**config.mk**
```make
export PLATFORM = sky130hd
export DESIGN_NAME = vid_pixel_expander
export DESIGN_NICKNAME = d
export VERILOG_FILES = /design/src/rtl/vpx_pkg.sv /design/src/rtl/vpx_line_timer.sv /design/src/rtl/vpx_rep_ctrl.sv /design/src/rtl/vpx_out_stage.sv /design/src/rtl/vid_pixel_expander.sv
export SDC_FILE = /design/constraint.sdc
export NUM_CORES = 1
export LEC_CHECK = 0
export BUFFER_PORTS_ARGS = -buffer_cell sky130_fd_sc_hd__buf_2
export CORE_ASPECT_RATIO = 1.4
export CORE_MARGIN = 2
export CORE_UTILIZATION = 23
export DETAILED_ROUTE_END_ITERATION = 6
export GPL_ROUTABILITY_DRIVEN = 1
export PLACE_DENSITY_LB_ADDON = 0.15
export REMOVE_ABC_BUFFERS = 1
export SETUP_SLACK_MARGIN = 0.5
export SYNTH_ARGS = -nofsm -noshare
export SYNTH_HDL_FRONTEND = slang
export SYNTH_HIERARCHICAL = 1
export SYNTH_SLANG_ARGS = --single-unit
```
**constraint.sdc**
```tcl
create_clock -name clk -period 7.9 [get_ports clk]
set_input_delay 0.395 -clock clk [delete_from_list [all_inputs] [get_ports clk]]
set_output_delay 0.395 -clock clk [all_outputs]
set_load 0.02 [all_outputs]
```
**src/rtl/vpx_pkg.sv**
```systemverilog
package vpx_pkg;

  typedef enum logic [1:0] {
    MODE_LINE      = 2'b00,
    MODE_FIELD     = 2'b01,
    MODE_DIR_REP   = 2'b10,
    MODE_DIR_GREY  = 2'b11
  } fill_mode_e;

  localparam logic [1:0] FMT_YUV422   = 2'b00;
  localparam logic [7:0] GREY_LUMA_8   = 8'h10;
  localparam logic [7:0] GREY_CHROMA_8 = 8'h80;
  localparam int         REP_CNT_W     = 3;

  // repetition code -> (number of sends - 1); reserved codes send once
  function automatic logic [REP_CNT_W-1:0] rep_extra(input logic [2:0] code);
    logic [REP_CNT_W-1:0] r;
    case (code)
      3'b001:  r = REP_CNT_W'(1);
      3'b011:  r = REP_CNT_W'(3);
      3'b111:  r = REP_CNT_W'(7);
      default: r = '0;
    endcase
    return r;
  endfunction

endpackage

```
**src/rtl/vpx_line_timer.sv**
```systemverilog
module vpx_line_timer #(
  parameter int OFS_W = 10
) (
  input  logic             clk,
  input  logic             rst,
  input  logic             hsync,
  input  logic             hs_pol,
  input  logic             run_en,
  input  logic [OFS_W-1:0] offset,
  output logic             line_start,
  output logic             slot_open
);

  logic             hs_q;
  logic             armed;
  logic             running;
  logic [OFS_W-1:0] cnt;
  logic             at_start;

  assign line_start = (hsync == hs_pol) && (hs_q != hs_pol);
  assign at_start   = armed && (cnt == '0);
  assign slot_open  = run_en && !line_start && (running || at_start);

  always_ff @(posedge clk) begin
    hs_q <= hsync;
    if (rst) begin
      armed   <= 1'b0;
      running <= 1'b0;
      cnt     <= '0;
    end else if (line_start) begin
      armed   <= 1'b1;
      running <= 1'b0;
      cnt     <= offset;
    end else if (at_start) begin
      armed   <= 1'b0;
      running <= 1'b1;
    end else if (armed) begin
      cnt <= cnt - 1'b1;
    end
  end

endmodule

```
**src/rtl/vpx_rep_ctrl.sv**
```systemverilog
module vpx_rep_ctrl
  import vpx_pkg::*;
(
  input  logic       clk,
  input  logic       rst,
  input  logic       line_start,
  input  logic       slot_open,
  input  logic       eff_qual,
  input  logic       fifo_empty,
  input  logic [2:0] rep_code,
  output logic       fetch,
  output logic       starve
);

  logic [REP_CNT_W-1:0] rep_left;
  logic                 need;

  assign need   = slot_open && eff_qual && (rep_left == '0);
  assign fetch  = need && !fifo_empty;
  assign starve = need && fifo_empty;

  always_ff @(posedge clk) begin
    if (rst || line_start) begin
      rep_left <= '0;
    end else if (fetch) begin
      rep_left <= rep_extra(rep_code);
    end else if (slot_open && eff_qual && (rep_left != '0)) begin
      rep_left <= rep_left - 1'b1;
    end
  end

endmodule

```
**src/rtl/vpx_out_stage.sv**
```systemverilog
module vpx_out_stage
  import vpx_pkg::*;
#(
  parameter int DW = 8
) (
  input  logic          clk,
  input  logic          rst,
  input  logic          line_start,
  input  logic          slot_open,
  input  logic          eff_qual,
  input  logic          fetch,
  input  logic          starve,
  input  logic [1:0]    mode,
  input  logic [DW-1:0] fifo_data,
  output logic [DW-1:0] vout_data,
  output logic          vout_valid,
  output logic          underflow
);

  localparam logic [DW-1:0] G_LUMA   = DW'(GREY_LUMA_8)   << (DW - 8);
  localparam logic [DW-1:0] G_CHROMA = DW'(GREY_CHROMA_8) << (DW - 8);

  logic          luma_pos;
  logic [DW-1:0] held;
  logic [DW-1:0] grey;
  logic [DW-1:0] next_byte;

  assign grey = luma_pos ? G_LUMA : G_CHROMA;

  always_comb begin
    if (fetch)                                next_byte = fifo_data;
    else if (starve)                          next_byte = grey;
    else if (eff_qual)                        next_byte = held;
    else if (fill_mode_e'(mode) == MODE_DIR_REP) next_byte = vout_data;
    else                                      next_byte = grey;
  end

  always_ff @(posedge clk) begin
    if (rst) begin
      vout_data  <= '0;
      vout_valid <= 1'b0;
      luma_pos   <= 1'b0;
      held       <= '0;
      underflow  <= 1'b0;
    end else begin
      vout_valid <= slot_open;
      if (line_start) begin
        luma_pos <= 1'b0;
      end else if (slot_open) begin
        vout_data <= next_byte;
        luma_pos  <= ~luma_pos;
      end
      if (fetch)  held      <= fifo_data;
      if (starve) underflow <= 1'b1;
    end
  end

endmodule

```
**src/rtl/vid_pixel_expander.sv**
```systemverilog
module vid_pixel_expander
  import vpx_pkg::*;
#(
  parameter int DATA_W = 8,
  parameter int OFS_W  = 10
) (
  input  logic              clk,
  input  logic              rst,
  input  logic              hsync,
  input  logic              cfg_hs_pol,
  input  logic [OFS_W-1:0]  cfg_offset,
  input  logic [2:0]        cfg_rep,
  input  logic [1:0]        cfg_mode,
  input  logic [1:0]        cfg_fmt,
  input  logic              qual,
  input  logic              fifo_empty,
  input  logic [DATA_W-1:0] fifo_data,
  output logic              fifo_rd,
  output logic [DATA_W-1:0] vout_data,
  output logic              vout_valid,
  output logic              underflow
);

  logic line_start;
  logic slot_open;
  logic eff_qual;
  logic fetch;
  logic starve;
  logic direct;

  assign direct   = (fill_mode_e'(cfg_mode) == MODE_DIR_REP) ||
                    (fill_mode_e'(cfg_mode) == MODE_DIR_GREY);
  assign eff_qual = direct ? qual : 1'b1;
  assign fifo_rd  = fetch;

  vpx_line_timer #(.OFS_W(OFS_W)) u_timer (
    .clk        (clk),
    .rst        (rst),
    .hsync      (hsync),
    .hs_pol     (cfg_hs_pol),
    .run_en     (cfg_fmt == FMT_YUV422),
    .offset     (cfg_offset),
    .line_start (line_start),
    .slot_open  (slot_open)
  );

  vpx_rep_ctrl u_rep (
    .clk        (clk),
    .rst        (rst),
    .line_start (line_start),
    .slot_open  (slot_open),
    .eff_qual   (eff_qual),
    .fifo_empty (fifo_empty),
    .rep_code   (cfg_rep),
    .fetch      (fetch),
    .starve     (starve)
  );

  vpx_out_stage #(.DW(DATA_W)) u_out (
    .clk        (clk),
    .rst        (rst),
    .line_start (line_start),
    .slot_open  (slot_open),
    .eff_qual   (eff_qual),
    .fetch      (fetch),
    .starve     (starve),
    .mode       (cfg_mode),
    .fifo_data  (fifo_data),
    .vout_data  (vout_data),
    .vout_valid (vout_valid),
    .underflow  (underflow)
  );

endmodule

```
Word level (Yosys, flattened, before mapping):

Index checks and enable logic that the tools add are counted.

* memories kept: 0
* bits in read-only memories: 0
* output and inout port bits: 11
* latch bits: 0
* register bits: 35
* bits in writable memories: 0

* mux-type cells: 14
* divide/modulo/power cells: 0
* multiply operators: 0
* add/subtract/negate cells: 2
* reductions and logical operators: 24
* eq/ne operators: 9
* bitwise operators: 2
* $lt $le $gt $ge: 0
* shift-type cells: 0

Operators by type and width (number)
* $mux W8: 5
* $mux W10: 3
* $logic_not A10 Y1: 1
* $sub A10 B1 Y10 const B: 1
* $logic_and A1 B1 Y1: 9
* $pmux W3 S3: 1
* $mux W3: 2
* $reduce_bool A2 Y1: 3
* $eq A2 B2 Y1 const B: 2
* $ne A4 B3 Y1 const B: 1
* $eq A3 B1 Y1 const B: 1
* $eq A3 B2 Y1 const B: 1
* $eq A3 B3 Y1 const B: 1
* $logic_not A3 Y1: 1
* $logic_or A1 B1 Y1: 3
* $mux W1: 3
* $reduce_and A3 Y1: 1
* $reduce_bool A3 Y1: 1
* $sub A3 B1 Y3 const B: 1
* $logic_not A1 Y1: 2
* $logic_not A2 Y1: 1
* $ne A2 B1 Y1 const B: 1
* $not A1 Y1: 2
* $reduce_and A2 Y1: 1
* 3 further kinds: 3

Logic depth before layout (Yosys ltp):

Gate-level depths: netlist of run 1.

* depth after elaboration: 10
* gate-level depth with buffers: 13

Cells and area by module:

The synthesis of run 1 kept the hierarchy.

Modules (own cells, without submodules)
* vpx_out_stage: cells each 80, times used 1, area each 792.0 sq um, sequential area each 380.4 sq um
* vpx_line_timer: cells each 80, times used 1, area each 699.4 sq um, sequential area each 260.2 sq um
* vpx_rep_ctrl: cells each 29, times used 1, area each 254.0 sq um, sequential area each 60.1 sq um
* vid_pixel_expander: cells each 2, times used 1, area each 10.0 sq um, sequential area each 0.0 sq um

Worst setup path after synthesis of run 1:

Ideal clock, no wire load.

* kind: input to register
* start: input hsync
* end: register u_out.vout_data[7]
* required time: 7.812 ns
* cell stages on the path: 11
* data arrival time: 3.177 ns
* slack: 4.635 ns
* path through: and3b_1 -> nor2_1 -> clkbuf_1 -> inv_1 -> nor3b_1 -> nand2_2 -> nor4b_4 -> buf_4 -> buf_2 -> nand2_1 -> a311oi_2

* longest elaborated chain between the ends: 10

RTL lines
* from (decl): line vid_pixel_expander.sv:9 `input logic hsync,`
* $eq A1 B1 Y1 *: line vpx_line_timer.sv:20 `assign line_start = (hsync == hs_pol) && (hs_q != hs_pol);`
* $logic_and A1 B1 Y1 *: line vpx_line_timer.sv:20
* net line_start: line vid_pixel_expander.sv:24 `logic line_start;`
* $logic_not A1 Y1 *: line vpx_line_timer.sv:22 `assign slot_open = run_en && !line_start && (running || at_start);`
* $logic_and A1 B1 Y1 * (2 in series): line vpx_line_timer.sv:22
* net slot_open: line vid_pixel_expander.sv:25 `logic slot_open;`
* $logic_and A1 B1 Y1 * (2 in series): line vpx_rep_ctrl.sv:18 `assign need = slot_open && eff_qual && (rep_left == '0);`
* $logic_and A1 B1 Y1 *: line vpx_rep_ctrl.sv:19 `assign fetch = need && !fifo_empty;`
* net fifo_rd: line vid_pixel_expander.sv:18 `output logic fifo_rd,`
* $ne A4 B3 Y1 (no line)
* $reduce_and A3 Y1 (no line)
* to (signal assigned): line vpx_out_stage.sv:50 `vout_data <= next_byte;`
* to (decl): line vpx_out_stage.sv:15 `output logic [DW-1:0] vout_data,`

Mark *: on every way through the listed nets, which the timed path passes. The rest lies on a longest branch.
A chain may end at the register's enable or synchronous reset.

Worst setup path in the final report of run 1:

* start: register u_timer.cnt[0]
* end: register u_out.vout_data[7]

* longest elaborated chain between the ends: 9

RTL lines
* from (decl): line vpx_line_timer.sv:17 `logic [OFS_W-1:0] cnt;`
* from (signal assigned): line vpx_line_timer.sv:33 `cnt <= offset;`
* from (signal assigned): line vpx_line_timer.sv:38 `cnt <= cnt - 1'b1;`
* $logic_not A10 Y1 *: line vpx_line_timer.sv:21 `assign at_start = armed && (cnt == '0);`
* $logic_and A1 B1 Y1 *: line vpx_line_timer.sv:21
* $logic_or A1 B1 Y1 *: line vpx_line_timer.sv:22
* $logic_and A1 B1 Y1 *: line vpx_line_timer.sv:22
* net slot_open: line vid_pixel_expander.sv:25
* $logic_and A1 B1 Y1 (2 in series): line vpx_rep_ctrl.sv:18
* $logic_and A1 B1 Y1, on equally long branches: line vpx_rep_ctrl.sv:19, vpx_rep_ctrl.sv:20
* $ne A4 B3 Y1 (no line) / $mux W8 (equally long branches)
* $reduce_and A3 Y1 (no line) / $mux W8 (equally long branches)

Marked as above.

==> qor.csv, run 1 <==
stage;metric;value;unit
run_status;outcome;completed;
synthesis;cell area after synthesis;0.00176;mm^2
final_layout;final instance area;0.00217;mm^2
grt;total gr overflow;0;
timing;slew margin rel.;0.478;
power;Pwr Density;193;mW/mm^2
hold_path;Worst Hold Depth;1;
setup_path;CP required;8.11;ns
synthesis;main combinational cell family by area after synthesis;simple AND/OR/NAND/NOR gates;
hold_path;hold_sp;hsync;
grt;vias in the first global route;1476;
clock_network;CTS tree;done;
synthesis;Avg Cell Area, Syn;9.19;um^2
floorplan;chip width;77.8;um
clock_network;CTS Buf Count;5;
timing;Final Cycle Share;0.479;
grt;global-route wire length before repair;6.93;mm
detailed_routing;DRC marker count from the first detailed-route iteration;19;
grt;Global Route Usage Sum;0.107;
floorplan;core area;0.00736;mm^2
detailed_routing;Residual DRC;0;
synthesis;Synth Instances;191;
setup_path;Worst EP arrival;4.00;ns
timing;Setup TNS Final;0;ns
hold_path;Min-Delay Path Class;in2reg;
run;Max Cap Viol;0;
timing;final hold vios;0;
power;leakage;0.824;nW
final_layout;layout cells sized above 1;0.316;
clock_network;postcts setup bufs;0;
timing;RSZ-0062 raised after global routing;false;
setup_path;critical path type;reg2reg;
synthesis;post-synthesis adder-cell area fraction;0.0214;
floorplan;total I/O pin count;42;
synthesis;flops & latches, synth;35;
final_layout;antenna cells;0;
setup_path;worst flop-to-flop path endpoint;u_out/vout_data[7]$_SDFFE_PP0P_;
final_layout;Final Util;0.294;
place;PortBufs;41;
synthesis;compound-gate portion of the synthesized area;0.204;
power;maximum VDD drop;0.0526;mV
place;Post-DP Area;0.00205;mm^2
detailed_routing;Routed Antenna Nets;0;
setup_path;Worst setup SP type;flip-flop;
detailed_routing;total wire length;4.16;mm
setup_path;reg2reg start;u_timer/cnt[0]$_SDFFE_PP0P_;
timing;Worst-Margin Slew;0.784;ns
clock_network;Clock Latency Late Sink;0.29;ns
final_layout;synthesis-to-layout area growth;23.4;%
final_layout;nets;267;
synthesis;Syn. warnings;6;
synthesis;Seq/Total Area, Yosys;0.399;
setup_path;Critical Path Sink;u_out/vout_data[7]$_SDFFE_PP0P_;
setup_path;worst-path fanout max;25;
place;DP Wirelength;2.89;mm
synthesis;simple-gate portion of the synthesized area;0.249;
timing;Max Slew Vio Count;0;
setup_path;crit path capture type;flip-flop;
clock_network;CTS Root Cell;clkbuf_8;
synthesis;Synth Area in XOR/XNOR;0.0150;
clock_network;Sink Count;35;
floorplan;Die Y;107;um
synthesis;post-synthesis cell type count;49;
detailed_routing;Avg WL per Cell;12.6;um
floorplan;FP Rows;37;
setup_path;FF-to-FF path depth;13;
setup_path;crit path launch;u_timer/cnt[0]$_SDFFE_PP0P_;
clock_network;clock slew at reported path FFs;0.08;ns
clock_network;H-tree lvl count;2;
detailed_routing;Via Count;1502;
detailed_routing;Vias/cell;4.54;
clock_network;CTS resizes;0;
detailed_routing;DR pass1 iterations;4;
timing;Finish-stage setup viols;0;
timing;clk_skew;0.00587;ns
grt;initial antenna violation count;0;
clock_network;CTS Hold Bufs;0;
floorplan;die area;0.00836;mm^2
timing;Final Critical Period;3.79;ns
setup_path;r2r setup slk;4.11;ns
synthesis;multiplexer area fraction after synthesis;0.0699;
floorplan;Starting Density;0.238;
grt;largest net degree at the start of global routing;35;
place;placer's final routability congestion estimate;0.765;
timing;fmax;264;MHz
clock_network;clk buf depth;2;
==> cells by family after synthesis <==
logic type               Yosys count
flip-flops                        35
multiplexers                      12
buffers and inverters             16
AND/OR/NAND/NOR                   76
adder cells (fa/ha/maj)            3
XOR/XNOR                           3
AO/OA/AOI/OAI                     46
==> final cells by class <==
class                   count  area (um^2)
multi-input cells         140          982
clock buffers               5         68.8
flip-flops and latches     35          701
clock inverters             3         43.8
fillers                   799         5190
well taps                  97          121
inverters                   8         30.0
repair buffers             43          220
==> worst min path at each step <==
| stage | endpoint | slack, ns |
|---|---|---|
| after floorplan | u_timer/hs_q$_DFF_P_ | 0.42 |
| after global placement | u_out/underflow$_SDFFE_PP0P_ | 0.46 |
| after detailed placement | u_out/held[7]$_SDFFE_PP0P_ | 0.48 |
| after CTS | u_timer/hs_q$_DFF_P_ | 0.22 |
| after global routing | u_timer/hs_q$_DFF_P_ | 0.22 |
| final | u_timer/hs_q$_DFF_P_ | 0.23 |
==> cell usage in the layout (no fill, tap or decap), drive strengths merged, types with 6 or more instances in the layout <==
cell type | netlist | routed
a211oi | 10 | 10
a21oi | 9 | 9
a22oi | 6 | 6
a311oi | 6 | 6
buf | 3 | 43
dfxtp | 35 | 35
inv | 8 | 8
mux2i | 10 | 10
nand2 | 8 | 8
nor2 | 33 | 33
nor3 | 7 | 7
==> sequential cells by signal, summed over array words and instances, names as in the netlist, 3 cells and up <==
signal and count:
u_timer/cnt 10, u_out/held 8, u_out/vout_data 8, u_rep/rep_left 3
==> synth_stat cells, drive strengths merged <==
cell    instances  area, um^2
and3b           1        8.76
mux2i          10         100
a22oi           6        45.0
xnor2           3        26.3
a311oi          6        65.1
clkbuf          5        18.8
and2b           1        8.76
nor4b           1        23.8
o31ai           2        15.0
nand2           8        32.5
mux2            2        22.5
buf             3        23.8
nor3b           3        22.5
nand2b          4        32.5
or4             3        26.3
nor4            3        31.3
o311a           1        11.3
or3             4        30.0
nor2           33         129
o221a           1        11.3
o21ai           5        25.0
ha              3        37.5
o211a           1        10.0
or3b            1        11.3
dfxtp          35         701
and3            1        6.26
nor3            7        40.0
a32o            1        10.0
a211oi         10        85.1
o21a            1        7.51
a31oi           1        6.26
nand3           3        15.0
a31o            2        17.5
nand3b          1        7.51
a21oi           9        48.8
inv             8        30.0
nor2b           2        12.5
==> metrics by stage <==
stage | hold slack, ns | power (mW) | cells | worst slack (ns)
floorplan | 0.423 | 0.234 | 183 | 3.53
global placement | 0.463 | 0.257 | 323 | 4.21
detailed placement | 0.479 | 0.257 | 323 | 4.12
CTS | 0.218 | 0.426 | 331 | 4.10
global route | 0.225 | 0.441 | 331 | 3.73
finish | 0.232 | 0.417 | 331 | 4.11
==> where the power goes <==
group | internal, mW | total, mW | leakage (nW) | switching (mW)
combinational | 0.0273 | 0.0602 | 0.481 | 0.0329
sequential | 0.184 | 0.192 | 0.285 | 0.00788
clock | 0.0940 | 0.165 | 0.0581 | 0.0714
==> per-layer routing <==
layer  track usage  wire, um  up-vias
li1              -         -      789
met1         0.116      1860      680
met2         0.186      2000       27
met3        0.0277       192        6
met4        0.0638       104        0
met5             0         0        -
==> critical path, stage by stage, from the launching register on <==
cell,delay (ns)
dfxtp_1,0.31
inv_1,0.08
ha_1,0.16
nor2b_1,0.28
and3_1,0.32
a21oi_1,0.13
nor3b_1,0.61
nand2_2,0.18
nor4b_4,0.23
buf_4,0.33
nor4_2,0.10
a21oi_2,0.62
nor2_1,0.11
a311oi_2,0.25
No activity file was read; power rests on OpenSTA's default activity.
==> run 2: changes to the inputs <==
==> constraint.sdc (replaced) <==
create_clock -name clk -period 3.8 [get_ports clk]
set_input_delay 0.19 -clock clk [delete_from_list [all_inputs] [get_ports clk]]
set_output_delay 0.19 -clock clk [all_outputs]
set_load 0.02 [all_outputs]
==> qor.csv, run 2 (synthesized netlist as in run 1, its figures left out) <==
stage;metric;value;unit;change
run_status;outcome;completed;;
final_layout;Layout fillers;794;;-0.63%
power;clock share of power;0.353;;-0.043
final_layout;biggest registers after layout;u_timer/cnt (10), u_out/held (8), u_out/vout_data (8);;
power;switch share;0.296;;+0.0274
clock_network;CTS Root Cell;clkbuf_8;;
timing;Finish-stage setup viols;0;;unchanged
final_layout;synthesis-to-layout area growth;23.4;%;unchanged
floorplan;FP Rows;37;;unchanged
final_layout;antenna cells;0;;unchanged
timing;RSZ-0062 raised after global routing;false;;
clock_network;H-tree lvl count;2;;unchanged
floorplan;chip width;77.8;um;unchanged
place;placer's final routability congestion estimate;0.784;;+2.4%
final_layout;Biggest register;u_timer/cnt;;
setup_path;Worst EP arrival;2.82;ns;-1.18 ns
final_layout;layout cells sized above 1;0.322;;+0.00579
detailed_routing;DR pass1 iterations;4;;unchanged
power;Pwr Density;374;mW/mm^2;+94%
grt;vias in the first global route;1565;;+6.0%
hold_path;Min-Delay Path Class;in2reg;;
timing;Final Cycle Share;0.793;;
final_layout;most frequent cells in the layout;41 x buf_2, 35 x dfxtp_1, 31 x nor2_1;;
place;DP Wirelength;2.99;mm;+3.5%
clock_network;CTS resizes;0;;unchanged
clock_network;Clock Latency Late Sink;0.29;ns;about the same
power;Seq pwr share;0.491;;+0.032
detailed_routing;Avg WL per Cell;12.8;um;+2.2%
final_layout;Final Util;0.294;;unchanged
power;switching power;0.240;mW;+110%
place;PortBufs;41;;unchanged
setup_path;Critical Path, Cell by Cell;inv_1 > ha_1 > nor2b_1 > and3_1 > a21oi_1 > nor3b_1 > buf_4 > nand2_2 > nor4b_4 > buf_6 > buf_2;;
power;total power;0.811;mW;+94%
power;maximum VDD drop;0.153;mV;+190%
clock_network;CTS Buf Count;5;;unchanged
detailed_routing;DRC marker count from the first detailed-route iteration;36;;+17
run;Max Cap Viol;0;;unchanged
floorplan;core area;0.00736;mm^2;unchanged
grt;largest net degree at the start of global routing;35;;unchanged
grt;initial antenna violation count;0;;unchanged
grt;global-route wire length before repair;7.27;mm;+4.9%
final_layout;nets;269;;+0.75%
floorplan;total I/O pin count;42;;unchanged
timing;Worst-Margin Slew;0.706;ns;-0.0781 ns
setup_path;slowest CP cell;dfxtp_1;;
setup_path;Worst setup SP type;flip-flop;;
final_layout;most common cell after layout, fill and taps aside;buf_2;;
clock_network;clock slew at reported path FFs;0.08;ns;about the same
setup_path;critical path type;reg2out;;
grt;total gr overflow;0;;unchanged
grt;Global Route Usage Sum;0.109;;+0.00234
setup_path;CP required;3.61;ns;-4.50 ns
power;internal power;0.571;mW;+87%
power;leakage;0.822;nW;-0.26%
floorplan;die area;0.00836;mm^2;unchanged
setup_path;worst-path fanout max;24;;-4.0%
power;Logic pwr share;0.156;;+0.012
detailed_routing;Routed Antenna Nets;0;;unchanged
timing;slew margin rel.;0.530;;+0.0520
setup_path;CP peak stage delay;0.32;ns;-0.30 ns
final_layout;Largest register FFs;10;;unchanged
clock_network;Sink Count;35;;unchanged
detailed_routing;Vias/cell;4.64;;+2.2%
detailed_routing;Via Count;1544;;+2.8%
timing;worst hold slack;0.0305;ns;-0.201 ns
timing;Final Critical Period;3.01;ns;
timing;final hold vios;0;;unchanged
floorplan;Starting Density;0.238;;unchanged
setup_path;crit path capture type;output port;;
timing;Max Slew Vio Count;0;;unchanged
detailed_routing;total wire length;4.28;mm;+2.8%
floorplan;Die Y;107;um;unchanged
setup_path;r2r setup slk;0.83;ns;-3.28 ns
clock_network;CTS tree;done;;
timing;clk_skew;0.0111;ns;+0.00524 ns
clock_network;clk buf depth;2;;unchanged
timing;Setup TNS Final;0;ns;unchanged
timing;fmax;332;MHz;
clock_network;CTS Hold Bufs;0;;unchanged
clock_network;postcts setup bufs;0;;unchanged
detailed_routing;Residual DRC;0;;unchanged
-- run 2: cell count changes in the layout (fill, tap and decap cells not counted), sizes merged --
cell / change
bufinv: -1
buf: +2
clkinvlp: +1
-- run 2: area by class of cell --
cell class	instances	area [um^2]	area share
multi-input cells	140	982	0.453
flip-flops and latches	35	701	0.323
repair buffers	45	239	0.110
well taps	97	121	0.0560
clock buffers	5	68.8	0.0318
inverters	8	30.0	0.0139
clock inverters	3	25.0	0.0115
-- run 2: path summary, 6_finish.rpt --
kind	to	cells after the start	startpoint
setup / recovery	fifo_rd	11	u_timer/cnt[0]$_SDFFE_PP0P_
hold / removal	u_timer/hs_q$_DFF_P_	1	hsync
setup reg to reg	u_out/vout_data[4]$_SDFFE_PP0P_	14	u_timer/cnt[0]$_SDFFE_PP0P_
hold reg to reg	u_out/underflow$_SDFFE_PP0P_	2	u_out/underflow$_SDFFE_PP0P_
-- run 2: worst max-delay path: cells and delay by family (launching register included) --
kind	cells	cell delay (ns)
AND/OR/NAND/NOR	5	1.18
buffers and inverters	4	0.75
flip-flops	1	0.32
adder cells (fa/ha/maj)	1	0.16
AO/OA/AOI/OAI	1	0.12
-- run 2: per-layer routing --
metal  routed length [um]  track usage  vias to the layer above  share of wire
met2                 2170        0.189                       29           0.51
met3                  137       0.0235                        8          0.032
met5                    0            0                        -              0
li1                     -            -                      793              -
met4                  105       0.0536                        0          0.025
met1                 1860        0.127                      714           0.43
-- run 2: through the flow --
step                      setup slack [ns]  instance area, um^2  instances
final                                0.785                 2170        333
after global routing                 0.509                 2170        333
after CTS                            0.693                 2160        333
after detailed placement             0.800                 2070        325
after global placement               0.875                 2070        325
after floorplan                     -0.469                 1710        183
-- run 2: power groups by stage --
stage | Sequential, mW | Clock (mW) | Combinational (mW)
floorplan | 0.404 | 0 | 0.0815
global placement | 0.407 | 0 | 0.128
detailed placement | 0.407 | 0 | 0.128
CTS | 0.398 | 0.303 | 0.129
global route | 0.401 | 0.317 | 0.143
finish | 0.398 | 0.286 | 0.126
